File: config.mk
export PLATFORM = sky130hd
export DESIGN_NAME = zone_bus_seq
export DESIGN_NICKNAME = d
export VERILOG_FILES = /design/src/rtl/zbs_pkg.sv /design/src/rtl/zbs_zone_dec.sv /design/src/rtl/zbs_cfg_regs.sv /design/src/rtl/zbs_cycle_plan.sv /design/src/rtl/zone_bus_seq.sv
export SDC_FILE = /design/constraint.sdc
export NUM_CORES = 1
export LEC_CHECK = 0
export BUFFER_PORTS_ARGS = -buffer_cell sky130_fd_sc_hd__buf_2
export CORE_MARGIN = 1.5
export CORE_UTILIZATION = 53
export DETAILED_ROUTE_END_ITERATION = 10
export GPL_ROUTABILITY_DRIVEN = 0
export PLACE_DENSITY = 0.79
export RECOVER_POWER = 50
export SYNTH_ARGS = -nofsm -noshare
export SYNTH_HDL_FRONTEND = slang
export SYNTH_SLANG_ARGS = --single-unit
export TNS_END_PERCENT = 5
File: constraint.sdc
create_clock -name clk -period 2.9 [get_ports clk]
set_input_delay 0.58 -clock clk [delete_from_list [all_inputs] [get_ports clk]]
set_output_delay 0.58 -clock clk [all_outputs]
set_load 0.05 [all_outputs]
File: src/rtl/zbs_pkg.sv
// Shared types and constants for the zoned bus cycle sequencer.
// Assumes a 24-bit byte address space and at most 9 wait cycles per access.
package zbs_pkg;
    localparam int ADDR_W = 24;
    localparam int CNT_W  = 4;
    localparam int CFG_W  = 9;

    typedef enum logic [2:0] {
        Z_NONE   = 3'd0,
        Z_FLASH  = 3'd1,
        Z_RAM    = 3'd2,
        Z_PERIPH = 3'd3,
        Z_IO     = 3'd4
    } zone_e;

    // Zone timing register, LSB first: fast_rd, wait_sel, hold_n, early_wr, pre_idle, post_idle
    typedef struct packed {
        logic       post_idle;
        logic       pre_idle;
        logic       early_wr;
        logic [1:0] hold_n;
        logic [2:0] wait_sel;
        logic       fast_rd;
    } zone_cfg_t;

    // I/O window timing register, LSB first: wait_n, hold_n, lead_idle
    typedef struct packed {
        logic       lead_idle;
        logic [1:0] hold_n;
        logic [2:0] wait_n;
    } io_cfg_t;

    localparam io_cfg_t IO_CFG_RST = '{lead_idle: 1'b1, hold_n: 2'd0, wait_n: 3'd1};

    function automatic logic in_span(input logic [ADDR_W-1:0] a,
                                     input logic [ADDR_W-1:0] lo,
                                     input logic [ADDR_W-1:0] hi);
        return (a >= lo) && (a <= hi);
    endfunction
endpackage

File: src/rtl/zbs_zone_dec.sv
// Address-to-zone decoder.
// Does: maps an address onto flash, RAM, I/O window, peripheral or none.
// Assumes: flash outranks RAM where they overlap; the I/O window outranks peripherals.
module zbs_zone_dec
    import zbs_pkg::*;
#(
    parameter logic [ADDR_W-1:0] FL_A_LO = 24'h000000,
    parameter logic [ADDR_W-1:0] FL_A_HI = 24'h03FFFF,
    parameter logic [ADDR_W-1:0] FL_B_LO = 24'h0E0000,
    parameter logic [ADDR_W-1:0] FL_B_HI = 24'h0E1FFF,
    parameter logic [ADDR_W-1:0] RM_A_LO = 24'h0E0000,
    parameter logic [ADDR_W-1:0] RM_A_HI = 24'h0E7FFF,
    parameter logic [ADDR_W-1:0] RM_B_LO = 24'h0E8000,
    parameter logic [ADDR_W-1:0] RM_B_HI = 24'h0E91FF,
    parameter logic [ADDR_W-1:0] IO_LO   = 24'hFFFB00,
    parameter logic [ADDR_W-1:0] IO_HI   = 24'hFFFBFF,
    parameter logic [ADDR_W-1:0] PR_A_LO = 24'h0EF000,
    parameter logic [ADDR_W-1:0] PR_A_HI = 24'h0EF1FF,
    parameter logic [ADDR_W-1:0] PR_B_LO = 24'hFF0000,
    parameter logic [ADDR_W-1:0] PR_B_HI = 24'hFFFBFF
) (
    input  logic [ADDR_W-1:0] addr,
    output zone_e             zone
);
    // Priority-ordered range match
    always_comb begin
        if (in_span(addr, FL_A_LO, FL_A_HI) || in_span(addr, FL_B_LO, FL_B_HI))
            zone = Z_FLASH;
        else if (in_span(addr, RM_A_LO, RM_A_HI) || in_span(addr, RM_B_LO, RM_B_HI))
            zone = Z_RAM;
        else if (in_span(addr, IO_LO, IO_HI))
            zone = Z_IO;
        else if (in_span(addr, PR_A_LO, PR_A_HI) || in_span(addr, PR_B_LO, PR_B_HI))
            zone = Z_PERIPH;
        else
            zone = Z_NONE;
    end

    // Overlap priority checks
    always_comb begin
        if (in_span(addr, FL_B_LO, FL_B_HI))
            p_flash_over_ram_r1: assert (zone == Z_FLASH);
        if (in_span(addr, IO_LO, IO_HI))
            p_io_over_periph_r1: assert (zone == Z_IO);
    end
endmodule

File: src/rtl/zbs_cfg_regs.sv
// Configuration register pair.
// Does: holds zone timing and I/O window timing, loaded through a write port.
// Assumes: cfg_sel picks the register; the unused upper bits are ignored for the I/O register.
module zbs_cfg_regs
    import zbs_pkg::*;
(
    input  logic             clk,
    input  logic             rst_n,
    input  logic             we,
    input  logic             sel,
    input  logic [CFG_W-1:0] wdata,
    output zone_cfg_t        zcfg,
    output io_cfg_t          iocfg
);
    localparam int IO_W = $bits(io_cfg_t);

    // Register load with synchronous reset
    always_ff @(posedge clk) begin
        if (!rst_n) begin
            zcfg  <= '0;
            iocfg <= IO_CFG_RST;
        end else if (we) begin
            if (sel) iocfg <= io_cfg_t'(wdata[IO_W-1:0]);
            else     zcfg  <= zone_cfg_t'(wdata);
        end
    end
endmodule

File: src/rtl/zbs_cycle_plan.sv
// Access timing planner.
// Does: turns zone, direction and configuration into an idle flag, a wait count and a hold count.
// Assumes: at most one idle cycle per access; counts fit in CNT_W bits.
module zbs_cycle_plan
    import zbs_pkg::*;
(
    input  zone_e            zone,
    input  logic             is_wr,
    input  zone_cfg_t        zcfg,
    input  io_cfg_t          iocfg,
    input  logic             zone_change,
    input  logic             post_pend,
    output logic             lead_idle,
    output logic [CNT_W-1:0] waits,
    output logic [1:0]       holds
);
    // Wait and hold counts per zone
    always_comb begin
        waits = '0;
        holds = '0;
        case (zone)
            Z_FLASH: begin
                if (zcfg.fast_rd) begin
                    waits = is_wr ? CNT_W'(1) : '0;
                end else begin
                    waits = CNT_W'(zcfg.wait_sel) + CNT_W'(1) + CNT_W'(is_wr && zcfg.early_wr);
                    holds = zcfg.hold_n;
                end
            end
            Z_PERIPH: waits = CNT_W'(1);
            Z_IO: begin
                waits = CNT_W'(iocfg.wait_n);
                holds = iocfg.hold_n;
            end
            default: ;
        endcase
    end

    // Single leading idle cycle decision
    always_comb begin
        lead_idle = (zone != Z_NONE) &&
                    ((zone == Z_PERIPH) ||
                     (zone == Z_IO && iocfg.lead_idle) ||
                     (zone_change && (zcfg.pre_idle || post_pend)));
    end

    // Fast flash read and RAM are single-cycle
    always_comb begin
        if (zone == Z_FLASH && !is_wr && zcfg.fast_rd)
            p_fast_read_single_r2: assert (waits == '0 && holds == '0);
        if (zone == Z_RAM)
            p_ram_no_stretch_r6: assert (waits == '0 && holds == '0);
    end
endmodule

File: src/rtl/zone_bus_seq.sv
// Zoned bus cycle timing sequencer (top).
// Does: accepts one CPU request at a time, then steps through idle, strobe and hold
//       cycles, and pulses ready on the final cycle.
// Assumes: req_valid and its fields are held until req_ready; timing is fixed at acceptance.
module zone_bus_seq
    import zbs_pkg::*;
(
    input  logic              clk,
    input  logic              rst_n,
    input  logic              cfg_we,
    input  logic              cfg_sel,
    input  logic [CFG_W-1:0]  cfg_wdata,
    input  logic              req_valid,
    input  logic              req_write,
    input  logic [ADDR_W-1:0] req_addr,
    output logic              req_ready,
    output logic              bus_rd_stb,
    output logic              bus_wr_stb,
    output logic [ADDR_W-1:0] bus_addr
);
    typedef enum logic [2:0] {ST_REST, ST_GAP, ST_ACC, ST_HOLD, ST_SKIP} st_e;

    st_e               st;
    zone_e             dec_zone, cur_zone, last_zone;
    zone_cfg_t         zcfg;
    io_cfg_t           iocfg;
    logic              cur_wr, post_pend, lead_idle, done;
    logic [CNT_W-1:0]  waits, wcnt;
    logic [1:0]        holds, hcnt;
    logic [ADDR_W-1:0] addr_q;

    zbs_zone_dec u_dec (
        .addr (req_addr),
        .zone (dec_zone)
    );

    zbs_cfg_regs u_cfg (
        .clk   (clk),
        .rst_n (rst_n),
        .we    (cfg_we),
        .sel   (cfg_sel),
        .wdata (cfg_wdata),
        .zcfg  (zcfg),
        .iocfg (iocfg)
    );

    zbs_cycle_plan u_plan (
        .zone        (dec_zone),
        .is_wr       (req_write),
        .zcfg        (zcfg),
        .iocfg       (iocfg),
        .zone_change (dec_zone != last_zone),
        .post_pend   (post_pend),
        .lead_idle   (lead_idle),
        .waits       (waits),
        .holds       (holds)
    );

    // Final cycle of an access
    always_comb begin
        done = (st == ST_ACC && wcnt == '0 && hcnt == '0) ||
               (st == ST_HOLD && hcnt == 2'd1) ||
               (st == ST_SKIP);
    end

    // Sequencer state, counters and latched request
    always_ff @(posedge clk) begin
        if (!rst_n) begin
            st       <= ST_REST;
            wcnt     <= '0;
            hcnt     <= '0;
            cur_zone <= Z_NONE;
            cur_wr   <= 1'b0;
            addr_q   <= '0;
        end else begin
            case (st)
                ST_REST: if (req_valid) begin
                    addr_q   <= req_addr;
                    cur_wr   <= req_write;
                    cur_zone <= dec_zone;
                    wcnt     <= waits;
                    hcnt     <= holds;
                    if (dec_zone == Z_NONE) st <= ST_SKIP;
                    else if (lead_idle)     st <= ST_GAP;
                    else                    st <= ST_ACC;
                end
                ST_GAP: st <= ST_ACC;
                ST_ACC: begin
                    if (wcnt != '0)      wcnt <= wcnt - CNT_W'(1);
                    else if (hcnt != '0) st   <= ST_HOLD;
                    else                 st   <= ST_REST;
                end
                ST_HOLD: begin
                    if (hcnt == 2'd1) st   <= ST_REST;
                    else              hcnt <= hcnt - 2'd1;
                end
                default: st <= ST_REST;
            endcase
        end
    end

    // Zone history and pending post-idle, updated on mapped completions
    always_ff @(posedge clk) begin
        if (!rst_n) begin
            last_zone <= Z_NONE;
            post_pend <= 1'b0;
        end else if (done && st != ST_SKIP) begin
            last_zone <= cur_zone;
            post_pend <= zcfg.post_idle;
        end
    end

    // Output drive
    always_comb begin
        req_ready  = done;
        bus_rd_stb = (st == ST_ACC) && !cur_wr;
        bus_wr_stb = (st == ST_ACC) && cur_wr;
        bus_addr   = addr_q;
    end

    p_ready_pulse_r11: assert property (@(posedge clk) disable iff (!rst_n)
        req_ready |=> !req_ready);
    p_strobe_excl_r11: assert property (@(posedge clk) disable iff (!rst_n)
        !(bus_rd_stb && bus_wr_stb));
    p_addr_steady_r11: assert property (@(posedge clk) disable iff (!rst_n)
        (st != ST_REST && !req_ready) |=> $stable(bus_addr));
    p_idle_once_r10: assert property (@(posedge clk) disable iff (!rst_n)
        (st == ST_GAP) |=> (st == ST_ACC));
    p_ram_one_cycle_r6: assert property (@(posedge clk) disable iff (!rst_n)
        (st == ST_ACC && cur_zone == Z_RAM) |-> req_ready);
    p_skip_quiet_r11: assert property (@(posedge clk) disable iff (!rst_n)
        (st == ST_SKIP) |=> (st == ST_REST && $stable(last_zone)));
endmodule

* Word-level counts from Yosys, hierarchy flattened
Cells that the tools add are included.
Cells by class: magnitude comparators 12, bitwise gates (word level) 1, eq/ne operators 15, add/sub/neg operators 4, mux-type cells 22, reduce and logical (&&, ||, !) cells 41
Operators with widths (number):
- <= comparator 24 x 20 -> 1 bit, second input constant | 4
- greater-or-equal comparator 24 x 20 -> 1 bit, second input constant | 3
- greater-or-equal comparator 24 bit, second input constant | 2
- greater-or-equal comparator 24 x 1 -> 1 bit, second input constant | 1
- <= comparator 24 x 18 -> 1 bit, second input constant | 1
- <= comparator 24 bit, second input constant | 1
- 2-to-1 mux 3 bit | 7
- logical AND 1 bit | 17
- 2-to-1 mux 2 bit | 6
- 2-to-1 mux 4 bit | 3
- one-hot mux 3 bit (4 select lines) | 1
- one-hot mux 4 bit (3 select lines) | 1
- == test 3 x 2 -> 1 bit, second input constant | 3
- AND reduction 3 bit | 3
- logical OR 1 bit | 8
- one-hot mux 2 bit (2 select lines) | 2
- one-hot mux 4 bit (2 select lines) | 1
- == test 3 x 1 -> 1 bit, second input constant | 2
- == test 3 bit, second input constant | 2
- zero test 3 bit | 2
- != test 2 bit, second input constant | 3
- AND reduction 2 bit | 3
- nonzero test 2 bit | 3
- adder 3 x 1 -> 4 bit, second input constant | 1
- 14 further kinds | 15
Storage, ports and cells: flip-flop bits (word level) 56, output and inout port bits 27, input bits 39, logic and storage cells 112

* Depth between registers and ports, before layout
depth after elaboration 16, gate-level depth with buffers 8, mapped depth without buffers 8

* By module
A second synthesis with hierarchy kept.
Second synthesis, totals: cells, all modules 344, area total of the unflattened synthesis 2803.9 µm²
By module, submodules not included:
- zone_bus_seq | instances 1, sequential area each 820.8 µm², cells each 224, area an instance 1829.3 µm²
- zbs_cfg_regs | instances 1, sequential area each 300.3 µm², cells each 62, area an instance 593.1 µm²
- zbs_cycle_plan | instances 1, sequential area each 0.0 µm², cells each 36, area an instance 239.0 µm²
- zbs_zone_dec | instances 1, sequential area each 0.0 µm², cells each 22, area an instance 142.6 µm²

* Least setup slack after synthesis
No wires, ideal clock.
path type input-to-reg, start in req_addr[23], end reg st[0], setup time 0.117 ns, path buffers 0, stages on the path 7, arrival 2.373 ns, data required time 2.783 ns, setup slack 0.409 ns, cell sequence or4_4 or4b_4 nand2_1 mux2_1 nor2_1 a211o_1 a32o_1
Between the ends: word-level cells in the longest chain between the ends 16, elaborated cells between the ends (all ways) 40, classes of those cells order compare: 12; eq/ne: 3; mux: 8; reduce/logical: 17
RTL lines:
- start: declaration | line zone_bus_seq.sv:15 | input logic [ADDR_W-1:0] req_addr,
- greater-or-equal comparator 24 x 20 -> 1 bit, or another cell as far along | line zbs_pkg.sv:38 | return (a >= lo) && (a <= hi);
- logical AND 1 bit | line zbs_pkg.sv:38
- logical OR 1 bit | line zbs_zone_dec.sv:33 | else if (in_span(addr, PR_A_LO, PR_A_HI) || in_span(addr, PR_B_LO, PR_B_HI))
- 2-to-1 mux 2 bit | line zbs_zone_dec.sv:33
- 2-to-1 mux 3 bit | line zbs_zone_dec.sv:31 | else if (in_span(addr, IO_LO, IO_HI))
- 2-to-1 mux 3 bit | line zbs_zone_dec.sv:29 | else if (in_span(addr, RM_A_LO, RM_A_HI) || in_span(addr, RM_B_LO, RM_B_HI))
- 2-to-1 mux 3 bit * | line zbs_zone_dec.sv:27 | if (in_span(addr, FL_A_LO, FL_A_HI) || in_span(addr, FL_B_LO, FL_B_HI))
- == test 3 bit | line zbs_cycle_plan.sv:43 | (zone == Z_IO && iocfg.lead_idle) ||
- logical AND 1 bit | line zbs_cycle_plan.sv:43
- logical OR 1 bit | line zbs_cycle_plan.sv:42 | ((zone == Z_PERIPH) ||
- logical OR 1 bit | line zbs_cycle_plan.sv:43
- logical AND 1 bit | line zbs_cycle_plan.sv:41 | lead_idle = (zone != Z_NONE) &&
- 2-to-1 mux 2 bit | line zone_bus_seq.sv:84 | else if (lead_idle) st <= ST_GAP;
- 2-to-1 mux 3 bit * | line zone_bus_seq.sv:83 | if (dec_zone == Z_NONE) st <= ST_SKIP;
- 2-to-1 mux 3 bit * | line zone_bus_seq.sv:77 | ST_REST: if (req_valid) begin
- one-hot mux 3 bit (4 select lines) * | line zone_bus_seq.sv:76 | case (st)
- end signal: assignment | line zone_bus_seq.sv:83
- end signal: assignment | line zone_bus_seq.sv:84
- end signal: assignment | line zone_bus_seq.sv:85 | else st <= ST_ACC;
- end: declaration | line zone_bus_seq.sv:23 | st_e st;
Mark *: on every way between the ends. The rest lies on a longest branch, timed or not. The select of a mux whose other input is x is not followed. A chain may end at the register's enable or synchronous reset.

* Worst setup path after layout
start reg wcnt[0], end out req_ready
Between the ends: word-level cells in the longest chain between the ends 5
RTL lines:
- start: declaration | line zone_bus_seq.sv:28 | logic [CNT_W-1:0] waits, wcnt;
- start signal: assignment | line zone_bus_seq.sv:81 | wcnt <= waits;
- start signal: assignment | line zone_bus_seq.sv:89 | if (wcnt != '0) wcnt <= wcnt - CNT_W'(1);
- zero test 4 bit | line zone_bus_seq.sv:61 | done = (st == ST_ACC && wcnt == '0 && hcnt == '0) ||
- logical AND 1 bit (2 in series) | line zone_bus_seq.sv:61
- logical OR 1 bit | line zone_bus_seq.sv:61
- logical OR 1 bit | line zone_bus_seq.sv:62 | (st == ST_HOLD && hcnt == 2'd1) ||
- end: declaration | line zone_bus_seq.sv:16 | output logic req_ready,
No other way between the ends.

==> flow_metrics.tcl <==
set metrics [dict create \
    path_max_fanout 4 \
    rsz0062_at_grt "false" \
    fin_skew_ns 0.007840 \
    clkSinkCount 56 \
    cts-root-buf "clkbuf_8" \
    grt.total_usage_pct 24.07 \
    cp-start-kind "flop" \
    post_cts_buffers 0 \
    avgSynthCellArea_um2 7.979 \
    htree_levels 2 \
    antenna_left 0 \
    yosysWarnings 0 \
    num_rows 25 \
    final-max-slew-violation-count 0 \
    die-area_mm2 0.005463 \
    io_pins 66 \
    hold_violations 0 \
    status "finished clean" \
    max_slew.worst_pin.slew_ns 1.096 \
    final_cell_mix "nand2_1, dfxtp_1, buf_2" \
    max_freq_ghz 0.4094 \
    p_leak_nw 1.259 \
    setup_viol 0 \
    clkSlewWorstSetupHoldPaths_ns 0.09 \
    power_density_mw_per_mm2 503.3 \
    worstSetupStartpoint "wcnt[0]" \
    grt.overflow.total 0 \
    fin_crit_sh_pct 84.22 \
    vias 2514 \
    ctsHoldBuffers 0 \
    crit_arrival_ns 1.86 \
    r2r_start "st[0]" \
    r2r_slack_ns 0.98 \
    grt_max_degree 31 \
    crit_path_end_kind "output pin" \
    area_growth_syn_to_layout_pct 18.22 \
    syn-num-nets 378 \
    drt_iter0_markers 132 \
    hp-class "flop to flop" \
    port_buffers 65 \
    fp.dieH_um 73.91 \
    detail_route.wl_per_cell_um 13.29 \
    antenna_found_initial 0 \
    cts_tree "yes" \
    wl_mm 6.194 \
    holdPathStages 2 \
    dpl.hpwl_mm 4.562 \
    synthCells 334 \
    synth_ff_type "dfxtp_1" \
    rr_worst_depth 5 \
    grt_pass1_wl_mm 10.37 \
    crit_type "flop to output pin" \
    endpoint "req_ready" \
    dr.pass1.iters 4 \
    core_area_mm2 0.004786 \
    relSlewSlack_pct 26.94 \
    ys_ff_latch 56 \
    start_util_pct 55.69 \
    cp.required_ns 2.32 \
    syn_area_mm2 0.002665 \
    drc 0 \
    grt_pass1_vias 2356 \
    maxCapViolCount 0 \
    final_nets 442 \
    cts_resized 0 \
    layout_commonest_cell "nand2_1" \
    yosysUniqueCellTypes 51 \
    cts_buffers 5 \
    irDropWorstVdd_mv 0.3799 \
    synth_edf_count 0 \
    worstSkewPairLatency_ns 0.31 \
    via_per_inst 5.395 \
    timing.rr.end "wcnt[1]" \
    fin_util_pct 65.83 \
    n_antenna_cell 0 \
    clk_path_buf_depth 2 \
    drive_above_1_share_pct 16.04 \
    die_x_um 73.91 \
    async_flop_share_pct 0 \
    yosysSeqAreaShare_pct 42.07 \
    finalWorstPathRequiredPeriod_ns 2.442 \
    setup_tns_ns 0 \
]
[flip-flops by register name, summed over array words and instances (netlist names)]
| register | count |
|---|---|
| wcnt | 4 |
| bus_addr | 24 |
| hcnt | 2 |
| u_cfg.iocfg | 6 |
| post_pend | 1 |
| cur_zone | 3 |
| last_zone | 3 |
| st | 3 |
| cur_wr | 1 |
| u_cfg.zcfg | 9 |
[metrics by stage]
stage | power, mW | hold WS [ns] | setup WS (ns) | instance area (µm²) | cells
after floorplan | 1.011 | 0.4350 | 0.4094 | 2665 | 334
after global placement | 1.092 | 0.4395 | 0.2124 | 3073 | 458
after detailed placement | 1.097 | 0.4481 | 0.1808 | 3073 | 458
after CTS | 1.598 | 0.4620 | 0.4429 | 3184 | 466
after global routing | 1.645 | 0.4781 | 0.3238 | 3151 | 466
final | 1.586 | 0.4601 | 0.4576 | 3151 | 466
[cells by family after synthesis]
family	after synthesis	synth area share, %
XOR/XNOR	1	0.3287
adder cells (fa/ha/maj)	5	2.347
AO/OA/AOI/OAI	79	20.42
buffers and inverters	25	3.662
AND/OR/NAND/NOR	162	28.87
flip-flops	56	42.07
multiplexers	6	2.301
[synth_stat cells (3+ instances only)]
cell type / instances / area (µm²)
a21boi_0: 32 / 240.2
a21o_1: 3 / 22.52
a21oi_1: 14 / 70.07
a22oi_1: 3 / 22.52
a31oi_1: 3 / 18.77
clkbuf_1: 14 / 52.55
dfxtp_1: 56 / 1121
ha_1: 5 / 62.56
inv_1: 9 / 33.78
mux2i_1: 5 / 50.05
nand2_1: 95 / 356.6
nand3_1: 15 / 75.07
nor2_1: 14 / 52.55
nor2b_1: 5 / 31.28
nor3_1: 8 / 40.04
o21ai_0: 10 / 50.05
[power by group]
group	switching, mW	leakage, nW	internal [mW]
sequential	0.0196	0.458	0.804
combinational	0.176	0.746	0.0748
clock	0.255	0.0541	0.256
[area by class of cell]
class | count | area [µm²]
inverter | 10 | 37.54
fill | 445 | 1635
clock inverter | 3 | 42.54
sequential | 56 | 1121
tap | 67 | 83.83
timing repair buffer | 72 | 344.1
multi-input combinational | 253 | 1453
clock buffer | 5 | 68.82
[worst min-delay path by stage]
stage,from,to
CTS,bus_addr[2],bus_addr[2]
global placement,bus_addr[2],bus_addr[2]
floorplan,u_cfg.iocfg[5],u_cfg.iocfg[5]
detailed placement,bus_addr[2],bus_addr[2]
finish,bus_addr[2],bus_addr[2]
global route,bus_addr[2],bus_addr[2]
[routing by layer]
layer / vias to the layer above / part of all wire, % / global-route usage (%)
met5: - / 0 / 0
met4: 0 / 1.8 / 8.025
met3: 17 / 3.9 / 4.390
met2: 70 / 46 / 38.00
met1: 1140 / 48 / 33.14
li1: 1287 / - / -
[critical path: stages (launching register included)]
cell and delay, ns:
dfxtp_1 0.33, inv_1 0.08, ha_1 0.20, nor3b_1 0.19, buf_4 0.16, nand2_1 0.07, o21ai_1 0.17, a21o_1 0.11
buf_2 0.25
(Power assumes the default switching activity.)
